[src/rtl/fsu_pkg.sv]
// Package: shared operation codes for the flag synchronization unit.
package fsu_pkg;
    typedef enum logic [1:0] {
        FN_NOP  = 2'b00,
        FN_CLR  = 2'b01,
        FN_SET  = 2'b10,
        FN_WAIT = 2'b11
    } fsu_func_e;
endpackage

[src/rtl/fsu_flag_bank.sv]
// Module: fsu_flag_bank
// Holds the flag bits. Each lane may raise a set or a clear request for
// one flag per cycle. A set wins over a clear to the same flag.
// Assumes: set_v/clr_v are only raised for accepted requests.
module fsu_flag_bank #(
    parameter int NUM_FLAGS = 16,
    parameter int NUM_LANES = 2,
    parameter int IDX_W     = 4
) (
    input  logic                         clk,
    input  logic                         rst_n,
    input  logic [NUM_LANES-1:0]         set_v,
    input  logic [NUM_LANES-1:0]         clr_v,
    input  logic [NUM_LANES*IDX_W-1:0]   lane_idx,
    output logic [NUM_FLAGS-1:0]         flags
);
    logic [NUM_FLAGS-1:0] set_mask;
    logic [NUM_FLAGS-1:0] clr_mask;

    // Gather set and clear masks over all lanes.
    always_comb begin
        set_mask = '0;
        clr_mask = '0;
        for (int l = 0; l < NUM_LANES; l++) begin
            if (set_v[l]) set_mask = set_mask | (NUM_FLAGS'(1) << lane_idx[l*IDX_W +: IDX_W]);
            if (clr_v[l]) clr_mask = clr_mask | (NUM_FLAGS'(1) << lane_idx[l*IDX_W +: IDX_W]);
        end
    end

    // Flag register: clear first, then set, so set has priority.
    always_ff @(posedge clk) begin
        if (!rst_n) flags <= '0;
        else        flags <= (flags & ~clr_mask) | set_mask;
    end
endmodule

[src/rtl/fsu_park_slots.sv]
// Module: fsu_park_slots
// Storage for parked contexts. Lanes that need a slot are served in lane
// order. Each takes the lowest free slot. A slot empties when drop is high.
// Assumes: drop only targets occupied slots.
module fsu_park_slots #(
    parameter int NUM_SLOTS = 4,
    parameter int NUM_LANES = 2,
    parameter int IDX_W     = 4,
    parameter int CTX_W     = 32
) (
    input  logic                         clk,
    input  logic                         rst_n,
    input  logic [NUM_LANES-1:0]         need,
    input  logic [NUM_LANES*IDX_W-1:0]   lane_idx,
    input  logic [NUM_LANES*CTX_W-1:0]   lane_ctx,
    output logic [NUM_LANES-1:0]         granted,
    input  logic [NUM_SLOTS-1:0]         drop,
    output logic [NUM_SLOTS-1:0]         occ,
    output logic [NUM_SLOTS*IDX_W-1:0]   slot_idx,
    output logic [NUM_SLOTS*CTX_W-1:0]   slot_ctx
);
    localparam int LANE_W = (NUM_LANES > 1) ? $clog2(NUM_LANES) : 1;

    logic [NUM_SLOTS-1:0] load_v;
    logic [LANE_W-1:0]    load_lane [NUM_SLOTS];

    // Allocation: walk lanes in order, each takes the lowest untaken free slot.
    always_comb begin
        logic [NUM_SLOTS-1:0] taken;
        taken   = occ;
        granted = '0;
        load_v  = '0;
        for (int s = 0; s < NUM_SLOTS; s++) load_lane[s] = '0;
        for (int l = 0; l < NUM_LANES; l++) begin
            for (int s = 0; s < NUM_SLOTS; s++) begin
                if (need[l] && !granted[l] && !taken[s]) begin
                    granted[l]   = 1'b1;
                    taken[s]     = 1'b1;
                    load_v[s]    = 1'b1;
                    load_lane[s] = LANE_W'(l);
                end
            end
        end
    end

    for (genvar s = 0; s < NUM_SLOTS; s++) begin : g_slot
        // One slot: load on allocation, empty on drop.
        always_ff @(posedge clk) begin
            if (!rst_n) begin
                occ[s]                      <= 1'b0;
                slot_idx[s*IDX_W +: IDX_W]  <= '0;
                slot_ctx[s*CTX_W +: CTX_W]  <= '0;
            end else if (load_v[s]) begin
                occ[s]                      <= 1'b1;
                slot_idx[s*IDX_W +: IDX_W]  <= lane_idx[load_lane[s]*IDX_W +: IDX_W];
                slot_ctx[s*CTX_W +: CTX_W]  <= lane_ctx[load_lane[s]*CTX_W +: CTX_W];
            end else if (drop[s]) begin
                occ[s]                      <= 1'b0;
            end
        end
    end
endmodule

[src/rtl/fsu_release_arb.sv]
// Module: fsu_release_arb
// Fixed-priority pick of the lowest-numbered eligible slot.
// Assumes: the caller qualifies the grant with re-entry readiness.
module fsu_release_arb #(
    parameter int NUM_SLOTS = 4,
    localparam int SLOT_W   = (NUM_SLOTS > 1) ? $clog2(NUM_SLOTS) : 1
) (
    input  logic [NUM_SLOTS-1:0] eligible,
    output logic                 any,
    output logic [NUM_SLOTS-1:0] grant_oh,
    output logic [SLOT_W-1:0]    grant_id
);
    // Scan from slot 0 upward and keep the first hit.
    always_comb begin
        any      = 1'b0;
        grant_oh = '0;
        grant_id = '0;
        for (int s = 0; s < NUM_SLOTS; s++) begin
            if (eligible[s] && !any) begin
                any         = 1'b1;
                grant_oh[s] = 1'b1;
                grant_id    = SLOT_W'(s);
            end
        end
    end
endmodule

[src/rtl/flag_sync_unit.sv]
// Module: flag_sync_unit (top)
// Decodes each lane's flag operation. It updates the flag bank, parks
// waiters whose flag reads 0, and releases parked contexts one per cycle,
// lowest slot first, when the re-entry point is ready.
// Assumes: a waiter sees the registered flag value, so a same-cycle set is
// seen one cycle later.
module flag_sync_unit #(
    parameter int NUM_FLAGS = 16,
    parameter int NUM_LANES = 2,
    parameter int NUM_SLOTS = 4,
    parameter int CTX_W     = 32,
    localparam int IDX_W    = $clog2(NUM_FLAGS),
    localparam int SLOT_W   = (NUM_SLOTS > 1) ? $clog2(NUM_SLOTS) : 1
) (
    input  logic                         clk,
    input  logic                         rst_n,
    input  logic [NUM_LANES-1:0]         req_valid,
    input  logic [NUM_LANES*2-1:0]       req_func,
    input  logic [NUM_LANES*IDX_W-1:0]   req_idx,
    input  logic [NUM_LANES*CTX_W-1:0]   req_ctx,
    output logic [NUM_LANES-1:0]         req_ready,
    output logic [NUM_LANES-1:0]         req_park,
    output logic                         rel_valid,
    output logic [CTX_W-1:0]             rel_ctx,
    input  logic                         rel_ready,
    output logic [NUM_FLAGS-1:0]         flag_state
);
    import fsu_pkg::*;

    logic [NUM_LANES-1:0]       set_v, clr_v, need, granted;
    logic [NUM_SLOTS-1:0]       slot_occ, slot_elig, slot_grant, slot_drop;
    logic [NUM_SLOTS*IDX_W-1:0] slot_idx;
    logic [NUM_SLOTS*CTX_W-1:0] slot_ctx;
    logic [SLOT_W-1:0]          grant_id;

    for (genvar l = 0; l < NUM_LANES; l++) begin : g_lane
        fsu_func_e  func;
        logic       flag_now;
        // Lane decode: classify the request against the registered flag.
        always_comb begin
            func         = fsu_func_e'(req_func[l*2 +: 2]);
            flag_now     = flag_state[req_idx[l*IDX_W +: IDX_W]];
            set_v[l]     = req_valid[l] && (func == FN_SET);
            clr_v[l]     = req_valid[l] && (func == FN_CLR);
            need[l]      = req_valid[l] && (func == FN_WAIT) && !flag_now;
            req_ready[l] = !need[l] || granted[l];
            req_park[l]  = need[l] && granted[l];
        end
    end

    fsu_flag_bank #(
        .NUM_FLAGS (NUM_FLAGS),
        .NUM_LANES (NUM_LANES),
        .IDX_W     (IDX_W)
    ) u_bank (
        .clk      (clk),
        .rst_n    (rst_n),
        .set_v    (set_v),
        .clr_v    (clr_v),
        .lane_idx (req_idx),
        .flags    (flag_state)
    );

    fsu_park_slots #(
        .NUM_SLOTS (NUM_SLOTS),
        .NUM_LANES (NUM_LANES),
        .IDX_W     (IDX_W),
        .CTX_W     (CTX_W)
    ) u_slots (
        .clk      (clk),
        .rst_n    (rst_n),
        .need     (need),
        .lane_idx (req_idx),
        .lane_ctx (req_ctx),
        .granted  (granted),
        .drop     (slot_drop),
        .occ      (slot_occ),
        .slot_idx (slot_idx),
        .slot_ctx (slot_ctx)
    );

    // Eligibility: occupied slot whose flag now reads 1.
    always_comb begin
        for (int s = 0; s < NUM_SLOTS; s++)
            slot_elig[s] = slot_occ[s] && flag_state[slot_idx[s*IDX_W +: IDX_W]];
    end

    fsu_release_arb #(
        .NUM_SLOTS (NUM_SLOTS)
    ) u_arb (
        .eligible (slot_elig),
        .any      (rel_valid),
        .grant_oh (slot_grant),
        .grant_id (grant_id)
    );

    // Release port: present the chosen slot, free it only on handshake.
    always_comb begin
        rel_ctx   = slot_ctx[grant_id*CTX_W +: CTX_W];
        slot_drop = rel_ready ? slot_grant : '0;
    end
endmodule

[config.mk]
export PLATFORM = sky130hd
export DESIGN_NAME = flag_sync_unit
export DESIGN_NICKNAME = d
export VERILOG_FILES = /design/src/rtl/fsu_pkg.sv /design/src/rtl/fsu_flag_bank.sv /design/src/rtl/fsu_park_slots.sv /design/src/rtl/fsu_release_arb.sv /design/src/rtl/flag_sync_unit.sv
export SDC_FILE = /design/constraint.sdc
export NUM_CORES = 1
export LEC_CHECK = 0
export ABC_CLOCK_PERIOD_IN_PS = 4300
export BUFFER_PORTS_ARGS = -buffer_cell sky130_fd_sc_hd__buf_2
export CAP_MARGIN = 20
export CORE_ASPECT_RATIO = 0.5
export CORE_MARGIN = 5
export CORE_UTILIZATION = 50
export DETAILED_ROUTE_END_ITERATION = 10
export PLACE_DENSITY = 0.78
export SLEW_MARGIN = 20
export SYNTH_ARGS = -nofsm -noshare
export SYNTH_HDL_FRONTEND = slang
export SYNTH_SLANG_ARGS = --single-unit
export TNS_END_PERCENT = 20
[constraint.sdc]
create_clock -name clk -period 4.3 [get_ports clk]
set_input_delay 0.86 -clock clk [delete_from_list [all_inputs] [get_ports clk]]
set_output_delay 0.86 -clock clk [all_outputs]
set_load 0.005 [all_outputs]
==> impl_metrics.csv, run 1 <==
group,metric,value,unit
place,pre_cts_ws,358,ps
status,status,"finished, final reports clean",
timing,maxSlewHeadroom,45.8,%
layout,area_growth,16.5,%
yosys,yosys_warnings,0,
layout,layout.nets,1176,
yosys,synth_seq_cells,164,
routing,ant_nets,0,
place,io_buffers,133,
pwr,comb_power_share,10.5,%
routing,viasPerCell,6.55,
yosys,ys.flop_type,"dfxtp_1",
grt,use_met3,5.64,%
pwr,switching_share,26.5,%
floorplanning,rows,35,
clocking,hold_buffers,0,
grt,grt_most_used_layer,"met2",
job,maxCapViolations,0,
layout,seq_area,3290,sq um
yosys,syn_inst,1008,
floorplanning,dieArea,21400,sq um
layout,layout_commonest_cell,"dfxtp_1",
yosys,synthDominantCellAreaShare,35.6,%
yosys,async_reset_ff_share,0,%
timing,setup_ws,194,ps
setup_path,reg2reg_slack,1190,ps
clocking,numCtsBuffers,17,
grt,grt_usage,26.7,%
timing,final-hold-violation-count,0,
pwr,irDropWorstVdd,0.303,mV
routing,drt_pass1_iterations,7,
yosys,synth_area_leaders,"dfxtp_1 36%, mux2_2 8.3%, mux2i_1 7.8%, o221ai_1 6.5%, mux4_2 6.3%",
timing,skew,11.6,ps
clocking,post-cts-setup-buffers,0,
yosys,avgSynthCellArea,9.15,sq um
timing,finalSetupTns,0,ps
place,dp_hpwl,18.9,mm
yosys,syn_nets,1089,
routing,drc,0,
floorplanning,chipHeight,106,um
layout,layout_common_cells,"162 x dfxtp_1, 132 x buf_2, 129 x nand2_1",
place,placed_cell_area,10100,sq um
timing,period_needed,4110,ps
clocking,cts_sinks,164,
floorplanning,pin_count,134,
grt,grt_pass1_wl,46.3,mm
yosys,yosysSeqAreaShare,35.6,%
pwr,power.internal,0.00270,W
clocking,insertion_delay,430,ps
grt,overflow,0,
layout,fillers,1542,
hold_path,hp-class,"reg -> reg",
timing,finalSetupViolations,0,
yosys,yosysUniqueCellTypes,51,
setup_path,startpoint_type,"register",
setup_path,crit_fanout,32,
pwr,seq_power_share,43.4,%
yosys,synth_edf_count,0,
grt,use_met2,45.5,%
timing,rsz0062_at_grt,"false",
grt,grt_pass1_vias,8790,
routing,wl,29.7,mm
setup_path,end_kind,"output port",
grt,use_met1,34.4,%
setup_path,arrival,3250,ps
layout,design_area,10700,sq um
grt,antenna_found_initial,2,
clocking,clkTransAtPathRegs,70,ps
grt,grt_max_degree,85,
routing,drt_iter0_drc,1017,
floorplanning,start_util,50.5,%
clocking,cts_tree,"built",
timing,clock.fmax,244,MHz
timing,worst_slew_pin_slew,814,ps
pwr,p_switching,0.000976,W
timing,drv_slew,0,
place,routabilityCongestion,0.954,
pwr,powerDensity,342,nW/um^2
setup_path,path_class,"reg -> out",
floorplanning,core_area,18300,sq um
yosys,synth_area,9230,sq um
routing,routedWlPerCell,22.0,um
clocking,cts_max_level,4,
setup_path,required,3440,ps
clocking,cts_root_buf,"clkbuf_16",
yosys,yosysTopAreaCell,"dfxtp_1",
timing,fin_hold_ws,456,ps
timing,min_period_over_period,95.5,%
pwr,clkPwrFrac,46.2,%
clocking,cts_buffer_depth,2,
floorplanning,die_width,202,um
layout,drive_gt1_share,27.7,%
layout,multi_input_area,5510,sq um
pwr,leakage,4.31,nW
routing,vias,8845,
==> repair_timing <==
action	CTS	global route
setup endpoints to repair	21	27
gates resized for setup	1	3
endpoints found under the hold margin	0	0
==> stage by stage <==
| stage | util, % | power, W | std cells |
|---|---|---|---|
| 2_1_floorplan | - | 0.00183 | 1008 |
| 3_3_place_gp | 55.2 | 0.00199 | 1316 |
| 3_5_place_dp | 55.2 | 0.00200 | 1316 |
| 4_1_cts | 58.8 | 0.00368 | 1348 |
| 5_1_grt | 58.8 | 0.00380 | 1350 |
| 6_report | 58.8 | 0.00368 | 1351 |
==> area by class of cell <==
cell class	count	area share [%]
Inverter	3	0.105
Multi-Input combinational cell	745	51.3
Antenna cell	3	0.0699
Timing Repair Buffer	164	9.20
Clock inverter	15	2.03
Clock buffer	17	3.96
Sequential cell	164	30.6
Tap cell	240	2.79
==> power by group through the flow <==
stage          clock (W)  sequential, W  combinational (W)
3_3_place_gp           0        0.00162           0.000365
4_1_cts          0.00171        0.00159           0.000377
2_1_floorplan          0        0.00161           0.000218
5_1_grt          0.00178        0.00160           0.000418
6_report         0.00170        0.00159           0.000385
3_5_place_dp           0        0.00163           0.000376
==> metal layers <==
layer  part of all wire (%)  wire [um]
met5                      0          0
met4                    2.3        675
met3                    9.1       2690
met2                     48      14300
met1                     41      12100
==> cells in the mapped netlist (all sizes together), types with 2 or more instances <==
cell,n
a21boi,37
a21oi,36
a31oi,3
a32oi,36
and2,20
and3,3
and3b,2
buf,38
clkbuf,58
dfxtp,164
inv,3
mux2,78
mux2i,72
mux4,26
nand2,130
nand2b,5
nand3,49
nand3b,2
nor2,79
nor2b,5
nor3b,2
o211ai,2
o21ai,40
o221ai,68
o22ai,33
or2,2
or3,2
==> critical path: stages (launching register included) <==
cell	delay [ps]
dfxtp_1	440
mux4_2	520
mux4_2	500
a22oi_1	260
and2b_1	210
nand3_2	100
buf_4	310
o22ai_1	260
a21oi_1	70
buf_2	140
==> final timing paths <==
check | cells after the start | endpoint | from
worst max-delay path | 9 | rel_ctx[24] | u_bank.flags[13]
worst min-delay path | 2 | u_slots.slot_ctx[59] | u_slots.slot_ctx[59]
worst max register to register | 9 | u_slots.slot_ctx[80] | u_bank.flags[0]
worst min register to register | 2 | u_slots.slot_ctx[59] | u_slots.slot_ctx[59]
==> sequential cells by signal, summed over array words and instances, names as in the netlist <==
name	count
u_bank.flags	16
u_slots.occ	4
u_slots.slot_ctx	128
u_slots.slot_idx	16
==> cells by family after synthesis <==
| logic type | after synthesis | share of synthesized area [%] |
|---|---|---|
| fa+ha+maj | 1 | 0.109 |
| mux | 176 | 23.7 |
| compound gates | 261 | 20.2 |
| xor+xnor | 1 | 0.176 |
| simple gates | 306 | 14.9 |
| flops | 164 | 35.6 |
| buf+inv | 99 | 5.26 |
Note: power is estimated with default switching activity, not from simulation.
==> run 2: changes to the inputs <==
--- a/config.mk
+++ b/config.mk
@@ -16,5 +16,6 @@
 export SLEW_MARGIN = 20
 export SYNTH_ARGS = -nofsm -noshare
 export SYNTH_HDL_FRONTEND = slang
+export SYNTH_HIERARCHICAL = 1
 export SYNTH_SLANG_ARGS = --single-unit
 export TNS_END_PERCENT = 20
==> run 2 against run 1 <==
Clock-buffer cell count is 1 higher; critical endpoint is now rel_ctx[14]; setup slack worse by 64 ps; combinational power hardly changed; via count is 4.6% higher; final cell count is 2.9% higher; utilization is 0.38 points lower; synthesized cell count is 3.7% higher; largest cell class unchanged; die area is 0.15% lower; critical path depth is 1 lower; critical path type unchanged; register-to-register slack worse by 290 ps; clock power is 9% lower; largest power group is now sequential cells.
==> impl_metrics.csv, run 2 <==
group,metric,value,unit
timing,period_needed,4170,ps
yosys,yosysMostFrequentCell,"nand2_1",
yosys,synth_edf_count,0,
setup_path,required,3440,ps
job,maxCapViolations,0,
yosys,ys.flop_type,"dfxtp_1",
floorplanning,pin_count,134,
yosys,synth_top_cells_by_count,"235 x nand2_1, 164 x dfxtp_1, 90 x a21oi_1, 80 x a22oi_1, 47 x a31oi_1",
timing,maxSlewHeadroom,26.4,%
floorplanning,die_width,202,um
routing,ant_nets,0,
floorplanning,rows,35,
place,placed_cell_area,10100,sq um
timing,worst_slew_pin_slew,1100,ps
floorplanning,core_area,18300,sq um
setup_path,startpoint_type,"register",
routing,routedWlPerCell,23.0,um
yosys,yosysSeqAreaShare,35.6,%
clocking,hold_buffers,0,
yosys,async_reset_ff_share,0,%
layout,layout_common_cells,"235 x nand2_1, 164 x dfxtp_1, 133 x buf_2",
floorplanning,start_util,50.4,%
setup_path,arrival,3310,ps
status,status,"finished, final reports clean",
routing,drc,0,
floorplanning,chipHeight,106,um
clocking,cts_root_buf,"clkbuf_16",
routing,vias,9253,
grt,antenna_found_initial,0,
grt,grt_max_degree,74,
setup_path,crit_fanout,17,
timing,clock.fmax,240,MHz
routing,wl,32.0,mm
yosys,yosys_warnings,6,
yosys,synth_seq_cells,164,
timing,min_period_over_period,97.0,%
pwr,powerDensity,330,nW/um^2
yosys,yosysTopAreaCell,"dfxtp_1",
yosys,synthDominantCellAreaShare,35.6,%
clocking,numCtsBuffers,17,
layout,layout.nets,1218,
yosys,synth_area_leaders,"dfxtp_1 36%, mux4_2 11%, nand2_1 9.6%, a22oi_1 6.5%, a21oi_1 4.9%",
layout,largest_reg_flops,128,
layout,reg.largest.list,"u_slots/slot_ctx (128), u_bank/flags (16), u_slots/slot_idx (16)",
grt,grt_pass1_wl,49.7,mm
timing,drv_slew,0,
yosys,synth_area,9210,sq um
yosys,yosysUniqueCellTypes,51,
timing,fin_hold_ws,457,ps
timing,finalSetupViolations,0,
place,dp_hpwl,19.4,mm
layout,antenna_cells,0,
clocking,cts_sinks,164,
grt,overflow,0,
routing,viasPerCell,6.66,
timing,skew,14.2,ps
layout,largest_register,"u_slots/slot_ctx",
grt,grt_pass1_vias,9245,
clocking,cts_tree,"built",
routing,drt_iter0_drc,1151,
floorplanning,dieArea,21400,sq um
clocking,cts_buffer_depth,2,
layout,area_growth,15.9,%
hold_path,hp-class,"reg -> reg",
setup_path,path_class,"reg -> out",
grt,grt_usage,28.8,%
yosys,syn_nets,1126,
routing,drt_pass1_iterations,5,
timing,final-hold-violation-count,0,
clocking,cts_max_level,4,
place,routabilityCongestion,0.976,
yosys,syn_inst,1045,
pwr,leakage,3.64,nW
yosys,avgSynthCellArea,8.81,sq um
place,io_buffers,133,
clocking,insertion_delay,430,ps
setup_path,end_kind,"output port",
clocking,clkTransAtPathRegs,80,ps
layout,layout_commonest_cell,"nand2_1",
layout,design_area,10700,sq um
pwr,irDropWorstVdd,0.280,mV
layout,drive_gt1_share,27.5,%
==> run 2: changes by cell type in the layout (fill, tap and decap cells not counted), moves of 25 or more <==
cell	before	now
nand2_1	129	235
a22oi_1	1	80
mux2i_1	72	4
nor2_1	77	15
a21oi_1	34	89
mux2_2	68	15
o221ai_1	68	16
a31oi_1	3	47
nand3_1	48	11
o31ai_1	0	36
a31oi_2	0	30
a32oi_1	36	7
o22ai_1	33	7
a21boi_0	25	0
==> run 2: layout make-up <==
type                    count  area, sq um
fillers                  1587         7590
multi-input cells         780         5500
flip-flops and latches    164         3280
repair buffers            170          981
clock buffers              18          439
well taps                 240          300
clock inverters            14          158
inverters                   4         16.3
==> run 2: final timing paths <==
check                         endpoint  cells past startpoint                  from  slack (ps)
hold / removal    u_slots/slot_ctx[33]                      2  u_slots/slot_ctx[33]         460
setup / recovery           rel_ctx[14]                      8   u_slots/slot_idx[9]         130
hold reg to reg   u_slots/slot_ctx[33]                      2  u_slots/slot_ctx[33]         460
setup reg to reg  u_slots/slot_ctx[40]                      9      u_bank/flags[13]         900
==> run 2: repair_timing <==
action / 4_1_cts / 5_1_grt
setup endpoints to repair: 32 / 30
gates resized for setup: 1 / 2
buffers inserted: 0 / 0
==> run 2: kinds of logic after synthesis <==
group                      count (synthesis)  synth area share (%)
AOI/OAI and AO/OA                        365                  27.8
xor gates and xnor gates                   2                 0.190
adders and majority gates                  1                 0.109
buffers and inverters                    101                  5.22
DFF                                      164                  35.6
muxes                                     72                  14.1
and+or+nand+nor                          340                  16.9
==> run 2: routing by layer <==
layer / vias to the layer above / wire, um / global-route usage [%]
li1: 4110 / - / -
met1: 4438 / 13000 / 38.0
met2: 625 / 14900 / 47.7
met3: 80 / 3260 / 5.24
met4: 0 / 794 / 10.7
met5: - / 0 / 0
==> run 2: power breakdown <==
| part | total (W) | internal, W | switching (W) |
|---|---|---|---|
| sequential | 0.00159 | 0.00156 | 0.0000344 |
| clock | 0.00154 | 0.000795 | 0.000743 |
| combinational | 0.000388 | 0.000147 | 0.000240 |
| total | 0.00352 | 0.00250 | 0.00102 |
==> run 2: worst max-delay path, stage by stage, from the launching register on <==
cell and delay (ps):
dfxtp_1 550, mux4_2 560, a32oi_1 250, o41ai_2 170, nand2b_4 190, a21oi_4 220, buf_12 220, mux4_2 560
buf_2 150
==> run 2: stage by stage <==
stage / setup slack (ps) / cells / total power [W] / setup TNS, ps / util [%]
2_1_floorplan: 439 / 1045 / 0.00183 / 0 / -
3_3_place_gp: 164 / 1358 / 0.00199 / 0 / 55.1
3_5_place_dp: 91.8 / 1358 / 0.00200 / 0 / 55.1
4_1_cts: 91.7 / 1390 / 0.00352 / 0 / 58.4
5_1_grt: -21.1 / 1390 / 0.00363 / -35.1 / 58.5
6_report: 130 / 1390 / 0.00352 / 0 / 58.5
